### config.mk
export PLATFORM = sky130hd
export DESIGN_NAME = out_cell
export DESIGN_NICKNAME = d
export VERILOG_FILES = /design/src/rtl/out_cell_pkg.sv /design/src/rtl/out_cell_ff.sv /design/src/rtl/out_cell_pin_mux.sv /design/src/rtl/out_cell_fb_mux.sv /design/src/rtl/out_cell.sv
export SDC_FILE = /design/constraint.sdc
export NUM_CORES = 1
export LEC_CHECK = 0
export CORE_AREA = 2 2 39 41
export CTS_CLUSTER_SIZE = 20
export DETAILED_ROUTE_END_ITERATION = 7
export DIE_AREA = 0 0 41 43
export DONT_BUFFER_PORTS = 1
export HOLD_SLACK_MARGIN = 0.1
export PLACE_DENSITY_LB_ADDON = 0.12
export SYNTH_ARGS = -nofsm -noshare
export SYNTH_HDL_FRONTEND = slang
export SYNTH_SLANG_ARGS = --single-unit
export TNS_END_PERCENT = 100
### constraint.sdc
create_clock -name clk_i -period 1.9 [get_ports clk_i]
set_input_delay 0.57 -clock clk_i [delete_from_list [all_inputs] [get_ports clk_i]]
set_output_delay 0.57 -clock clk_i [all_outputs]
set_load 0.005 [all_outputs]
### src/rtl/out_cell_pkg.sv
package out_cell_pkg;
  typedef enum logic [1:0] {
    OE_TERM     = 2'b00,
    OE_ON       = 2'b01,
    OE_OFF      = 2'b10,
    OE_TERM_ALT = 2'b11
  } oe_sel_e;
endpackage

### src/rtl/out_cell_ff.sv
module out_cell_ff (
  input  logic clk_i,
  input  logic rst_ni,
  input  logic aclr_i,
  input  logic spre_i,
  input  logic d_i,
  output logic q_o
);
  logic clr_n;
  assign clr_n = rst_ni & ~aclr_i;

  // clear dominates set: set is only seen on a clock edge
  always_ff @(posedge clk_i or negedge clr_n) begin
    if (!clr_n)      q_o <= 1'b0;
    else if (spre_i) q_o <= 1'b1;
    else             q_o <= d_i;
  end
endmodule

### src/rtl/out_cell_pin_mux.sv
module out_cell_pin_mux (
  input  logic       mode_reg_i,
  input  logic       pol_inv_i,
  input  logic       q_i,
  input  logic       sum_i,
  input  logic [1:0] oe_sel_i,
  input  logic       oe_term_i,
  output logic       pin_o,
  output logic       pin_oe_o
);
  import out_cell_pkg::*;

  always_comb begin
    unique case ({mode_reg_i, pol_inv_i})
      2'b00:   pin_o = sum_i;
      2'b01:   pin_o = ~sum_i;
      2'b10:   pin_o = q_i;
      default: pin_o = ~q_i;
    endcase
  end

  always_comb begin
    unique case (oe_sel_e'(oe_sel_i))
      OE_ON:   pin_oe_o = 1'b1;
      OE_OFF:  pin_oe_o = 1'b0;
      default: pin_oe_o = oe_term_i;
    endcase
  end
endmodule

### src/rtl/out_cell_fb_mux.sv
module out_cell_fb_mux (
  input  logic mode_reg_i,
  input  logic q_i,
  input  logic pin_i,
  output logic fb_o,
  output logic fb_n_o
);
  logic fb;
  assign fb     = mode_reg_i ? ~q_i : pin_i;
  assign fb_o   = fb;
  assign fb_n_o = ~fb;
endmodule

### src/rtl/out_cell.sv
module out_cell (
  input  logic       clk_i,
  input  logic       rst_ni,
  input  logic       sum_i,
  input  logic       oe_term_i,
  input  logic       aclr_term_i,
  input  logic       spre_term_i,
  input  logic       mode_reg_i,
  input  logic       pol_inv_i,
  input  logic [1:0] oe_sel_i,
  input  logic       pin_i,
  output logic       pin_o,
  output logic       pin_oe_o,
  output logic       fb_o,
  output logic       fb_n_o
);
  logic q_r;

  out_cell_ff u_ff (
    .clk_i  (clk_i),
    .rst_ni (rst_ni),
    .aclr_i (aclr_term_i),
    .spre_i (spre_term_i),
    .d_i    (sum_i),
    .q_o    (q_r)
  );

  out_cell_pin_mux u_pin (
    .mode_reg_i (mode_reg_i),
    .pol_inv_i  (pol_inv_i),
    .q_i        (q_r),
    .sum_i      (sum_i),
    .oe_sel_i   (oe_sel_i),
    .oe_term_i  (oe_term_i),
    .pin_o      (pin_o),
    .pin_oe_o   (pin_oe_o)
  );

  out_cell_fb_mux u_fb (
    .mode_reg_i (mode_reg_i),
    .q_i        (q_r),
    .pin_i      (pin_i),
    .fb_o       (fb_o),
    .fb_n_o     (fb_n_o)
  );
endmodule

==> summary.md, run 1 <==
| Metric | Value |
|---|---|
| Util after Layout | `9.313%` |
| IO buf count | `0` |
| Initial antenna violation count | `0` |
| Mapped Area | `108.9 um2` |
| N_diodes | `0` |
| Outcome | `complete, no violations` |
| Crit path largest cell delay | `between 0.3 and 0.4 ns` |
| CP max-delay cell | `mux2_2` |
| Crit-path leading delay family | `multiplexers` |
| Die width | `41 um` |
| RSZ-0062 raised after global routing | `no` |
| GP Congestion | `slightly above 0.5` |
| Synth Net Count | `23` |
| Tightest Hold Check Type | `input pin to async pin` |
| Residual DRC count | `0` |
| Pin count of the biggest net entering global routing | `4` |
| TNS Setup | `0 ns` |
| Die Y | `around 43 um` |
| Top reg by flops | `u_ff.q_o` |
| Total GRT Usage | `2.202%` |
| Rows | `14` |
| Most frequent cells in the layout | `mux2i_1, inv_1, mux2_2` |
| Critical path arrival | `1.19 ns` |
| Area grow syn2layout | `18.39%` |
| Largest register FFs | `1` |
| Largest regs | `u_ff.q_o: 1 flops` |
| Max Cap Viol | `0` |
| Cells after Synth | `11` |
| Syn avg cell area | `9.896 um2` |
| Number of setup violations in the final report | `0` |
| Layout cells sized above 1 | `27.27%` |
| Pwr dens | `313.3 mW/mm2` |
| Via count | `74` |
| Slew headroom | `88.12%` |
| Worst-margin pin slew | `0.1732 ns` |
| Seq cells post-synth | `1` |
| ANT nets after route | `0` |
| Nets@finish | `25` |
| Peak Freq | `between 500 and 600 MHz` |
| Vias in the first global route | `64` |
| Die area | `0.001763 mm2` |
| CTS Hold Bufs | `0` |
| DR WL/cell | `roughly 7.9 um` |
| LEAKAGE | `0.05614 nW` |
| Drt total wl | `214 um` |
| CTS clk-pin slew, worst paths | `0 ns` |
| Synth unique cells | `8` |
| Crit-path max FO | `1` |
| Crit-path cells | `inv_1, ha_1, mux2_2` |
| Maximum VDD drop | `0.07069 mV` |
| Setup Fix Bufs, Post-CTS | `0` |
| Io pins | `15` |
| Crit path required time | `1.33 ns` |
| Initial DRC count | `0` |
| Final number of hold-violating endpoints | `0` |
| Final min period | `1.762 ns` |
| Post-CTS sizing | `0` |
| Core area | `0.001384 mm2` |
| Sequential cell area fraction in the yosys report | `between 20% and 30%` |
| Crit end category | `output port` |
| Startpoint types | `input pin` |
| Final Max Tran Viols | `0` |
| First-pass GRT wire length | `282 um` |
| Drt first pass iters | `1` |
| DR vias/cell | `about 2.7` |
| Final worst-path cycle share | `92.72%` |
| Yosys warning count | `0` |
| CP Class | `input pin to output port` |
| Initial Util | `7.866%` |
| GRT overflow | `0` |
| Buf+Inv Stages, Crit Path | `1` |
[layout make-up]
| class | count | area (um2) |
|---|---|---|
| Tap cell | 16 | 20.02 |
| Multi-Input combinational cell | 8 | 76.32 |
| Sequential cell | 1 | 25.02 |
| Fill cell | 159 | 1255 |
| Inverter | 2 | 7.507 |
[stage by stage]
step	std cells	total power, mW	hold slack [ns]	instance area, um2	worst slack [ns]
2_1_floorplan	11	0.03888	0.3436	108.9	0.1503
3_5_place_dp	27	0.04082	0.3574	128.9	0.1317
6_report	27	0.04037	0.3508	128.9	0.1383
4_1_cts	27	0.04076	0.3574	128.9	0.1384
5_1_grt	27	0.04329	0.3660	128.9	0.1181
3_3_place_gp	27	0.04069	0.3561	128.9	0.1386
[kinds of logic (layout without fill, tap and decap cells)]
logic type / after synthesis / count (layout) / synth area share (%)
XOR/XNOR: 1 / 1 / 8.047
adder cells (fa/ha/maj): 1 / 1 / 11.49
buffers and inverters: 2 / 2 / 6.899
flip-flops: 1 / 1 / 22.98
multiplexers: 4 / 4 / 39.08
AND/OR/NAND/NOR: 2 / 2 / 11.50
[cells in the mapped netlist]
cell / number / area, um2
nor2b_1: 1 / 6.260
ha_1: 1 / 12.51
mux2i_1: 2 / 20.02
mux2_2: 2 / 22.52
dfrtp_1: 1 / 25.02
or2_2: 1 / 6.260
xnor2_1: 1 / 8.760
inv_1: 2 / 7.510
[worst paths after layout]
path                        startpoint       end  slack, ns  cells after the start
min                        aclr_term_i  u_ff.q_o       0.35                      1
max                        oe_sel_i[1]  pin_oe_o       0.14                      3
min in group clk_i         spre_term_i  u_ff.q_o       0.68                      1
max in group asynchronous       rst_ni  u_ff.q_o       1.41                      1
[layer usage]
layer  track usage, %  share of wire [%]  wire length [um]
met2            3.125                 30                64
met5                0                  0                 0
met4                0                  0                 0
met3            2.094                 36                77
met1            2.548                 34                72
[power by group]
part | internal, mW | switching [mW] | leakage [nW]
clock | 0 | 0 | 0
sequential | 0.0228 | 0.000713 | 0.0113
combinational | 0.0101 | 0.00678 | 0.0449
total | 0.0329 | 0.00750 | 0.0561
No activity file was read; power rests on OpenSTA's default activity.
==> run 2, diff against run 1 <==
--- a/config.mk
+++ b/config.mk
@@ -14,5 +14,6 @@
 export PLACE_DENSITY_LB_ADDON = 0.12
 export SYNTH_ARGS = -nofsm -noshare
 export SYNTH_HDL_FRONTEND = slang
+export SYNTH_HIERARCHICAL = 1
 export SYNTH_SLANG_ARGS = --single-unit
 export TNS_END_PERCENT = 100
==> summary.md, run 2 <==
| Metric | Value |
|---|---|
| Outcome | `complete, no violations (unchanged)` |
| Post-placement cell area | `132.6 um2 (was 128.9 um2)` |
| Prevailing post-synth register cell | `dfrtp_1 (unchanged)` |
| DR vias/cell | `3.074 (was 2.741)` |
| Number of synthesized flops with an enable pin | `0 (unchanged)` |
| Die Y | `43 um (unchanged)` |
| Area leader, netlist | `dfrtp_1 (unchanged)` |
| Tightest Hold Check Type | `input pin to async pin (unchanged)` |
| Final worst-path cycle share | `93.38% (was 92.72%)` |
| Vias in the first global route | `85 (was 64)` |
| GRT overflow | `0 (unchanged)` |
| Pwr dens | `315.2 mW/mm2 (was 313.3 mW/mm2)` |
| Maximum VDD drop | `0.06520 mV (was 0.07069 mV)` |
| IO buf count | `0 (unchanged)` |
| Sequential cell area fraction in the yosys report | `22.22% (was 22.99%)` |
| Area grow syn2layout | `17.78% (was 18.39%)` |
| Setup Fix Bufs, Post-CTS | `0 (unchanged)` |
| Die width | `41 um (unchanged)` |
| Total GRT Usage | `2.302% (was 2.202%)` |
| Seq cells post-synth | `1 (unchanged)` |
| Slew headroom | `87.10% (was 88.12%)` |
| Critical path arrival | `1.20 ns (was 1.19 ns)` |
| Largest register FFs | `1 (unchanged)` |
| Pre-CTS setup slack | `0.1314 ns (was 0.1317 ns)` |
| N_diodes | `0 (unchanged)` |
| DR WL/cell | `8.519 um (was 7.926 um)` |
| Synth Net Count | `23 (unchanged)` |
| Initial antenna violation count | `0 (unchanged)` |
| GP Congestion | `0.5179 (was 0.5146)` |
| Share of synthesized registers carrying an async set or reset | `100.0% (unchanged)` |
| Initial Util | `8.137% (was 7.866%)` |
| CTS Hold Bufs | `0 (unchanged)` |
| Mapped Area | `112.6 um2 (was 108.9 um2)` |
| Largest regs | `u_ff/q_o: 1 flops (was u_ff.q_o: 1 flops)` |
| Crit end category | `output port (unchanged)` |
| CTS clk-pin slew, worst paths | `0 ns (about the same)` |
| Post-CTS sizing | `0 (unchanged)` |
| Crit-path max FO | `1 (unchanged)` |
| RSZ-0062 raised after global routing | `no (unchanged)` |
| TNS Setup | `0 ns (unchanged)` |
| Sw frac | `19.00% (was 18.57%)` |
| Crit path launch | `oe_sel_i[1] (unchanged)` |
| Clock share of power | `0% (about the same)` |
| Number of setup violations in the final report | `0 (unchanged)` |
| Internal power | `0.03387 mW (was 0.03288 mW)` |
| CP Class | `input pin to output port (unchanged)` |
| Die area | `0.001763 mm2 (unchanged)` |
| Net Switching | `0.007942 mW (was 0.007496 mW)` |
| First-pass GRT wire length | `289 um (was 282 um)` |
| Top reg by flops | `u_ff/q_o (was u_ff.q_o)` |
| Peak Freq | `563.6 MHz (was 567.6 MHz)` |
| CP endpoint | `pin_oe_o (unchanged)` |
| Most frequent cells in the layout | `inv_1, mux2i_1 (was mux2i_1, inv_1, mux2_2)` |
| HPWL after detailed placement | `218.7 um` |
| Combinational power share | `43.5% (was 41.8%)` |
| Final number of hold-violating endpoints | `0 (unchanged)` |
| Pin count of the biggest net entering global routing | `4 (unchanged)` |
| Startpoint types | `input pin (unchanged)` |
| Cells after Synth | `11 (unchanged)` |
| Drt total wl | `230 um (was 214 um)` |
| Syn avg cell area | `10.24 um2 (was 9.896 um2)` |
| Post-synth top area share | `22.22% (was 22.99%)` |
| Hold_ws | `0.3569 ns (was 0.3508 ns)` |
| Final worst slack | `0.1258 ns (was 0.1383 ns)` |
| Io pins | `15 (unchanged)` |
| ANT nets after route | `0 (unchanged)` |
| Synth unique cells | `9 (was 8)` |
| Residual DRC count | `0 (unchanged)` |
| Rows | `14 (unchanged)` |
| Via count | `83 (was 74)` |
| Yosys warning count | `6 (was 0)` |
| Worst-margin pin slew | `0.1881 ns (was 0.1732 ns)` |
| Layout cells sized above 1 | `18.18% (was 27.27%)` |
| Synth top cells by count | `inv_1, mux2i_1 (was inv_1, mux2_2, mux2i_1)` |
| Nets@finish | `25 (unchanged)` |
| Final Instance Area | `132.6 um2 (was 128.9 um2)` |
| Crit path required time | `1.33 ns (about the same)` |
| Initial DRC count | `0 (unchanged)` |
| Sequential Power Share | `56.5% (was 58.2%)` |
| Final Max Tran Viols | `0 (unchanged)` |
| Synth top area cells | `dfrtp_1, mux2i_1, mux2_4, ha_1, mux2_2 (was dfrtp_1, mux2_2, mux2i_1, ha_1, xnor2_1)` |
| LEAKAGE | `0.06024 nW (was 0.05614 nW)` |
| Drt first pass iters | `1 (unchanged)` |
| Core area | `0.001384 mm2 (unchanged)` |
| Max Cap Viol | `0 (unchanged)` |
| Final min period | `1.774 ns (was 1.762 ns)` |
[run 2: cell type report]
type,count,area (um2)
flip-flops and latches,1,25.02
fillers,158,1251
well taps,16,20.02
inverters,2,7.507
multi-input cells,8,80.08
[run 2: layer usage]
metal	wire [um]	track usage (%)	vias up	part of all wire [%]
li1	-	-	36	-
met1	72	1.592	39	31
met3	44	1.047	0	19
met2	113	5.000	8	49
met5	0	0	-	0
met4	0	0	0	0
[run 2: cells by family (layout without fill, tap and decap cells)]
kind of cell | after synthesis | after routing | share of synthesized area (%)
multiplexers | 4 | 4 | 41.11
AND/OR/NAND/NOR | 2 | 2 | 11.12
buffers and inverters | 2 | 2 | 6.669
adder cells (fa/ha/maj) | 1 | 1 | 11.11
XOR/XNOR | 1 | 1 | 7.779
flip-flops | 1 | 1 | 22.22
[run 2: how the worst min path moves through the flow]
| stage | cells after the start | startpoint | slack (ns) | to |
|---|---|---|---|---|
| floorplan | 1 | aclr_term_i | 0.34 | u_ff/q_o |
| CTS | 1 | aclr_term_i | 0.36 | u_ff/q_o |
| global route | 1 | aclr_term_i | 0.38 | u_ff/q_o |
| detailed placement | 1 | aclr_term_i | 0.36 | u_ff/q_o |
| finish | 1 | aclr_term_i | 0.36 | u_ff/q_o |
| global placement | 1 | aclr_term_i | 0.36 | u_ff/q_o |
[run 2: critical path, stage by stage]
cell,delay [ns]
inv_1,0.02
ha_1,0.27
mux2_2,0.34
[run 2: power groups by stage]
stage	Sequential (mW)	Combinational, mW	Clock, mW
floorplan	0.0234	0.0163	0
global placement	0.0235	0.0180	0
detailed placement	0.0236	0.0183	0
CTS	0.0236	0.0184	0
global route	0.0238	0.0208	0
finish	0.0236	0.0182	0
[run 2: through the flow]
step	util (%)	power (mW)	std cells
global placement	9.584	0.04152	27
floorplan	-	0.03974	11
global route	9.584	0.04465	27
finish	9.584	0.04181	27
detailed placement	9.584	0.04190	27
CTS	9.584	0.04204	27
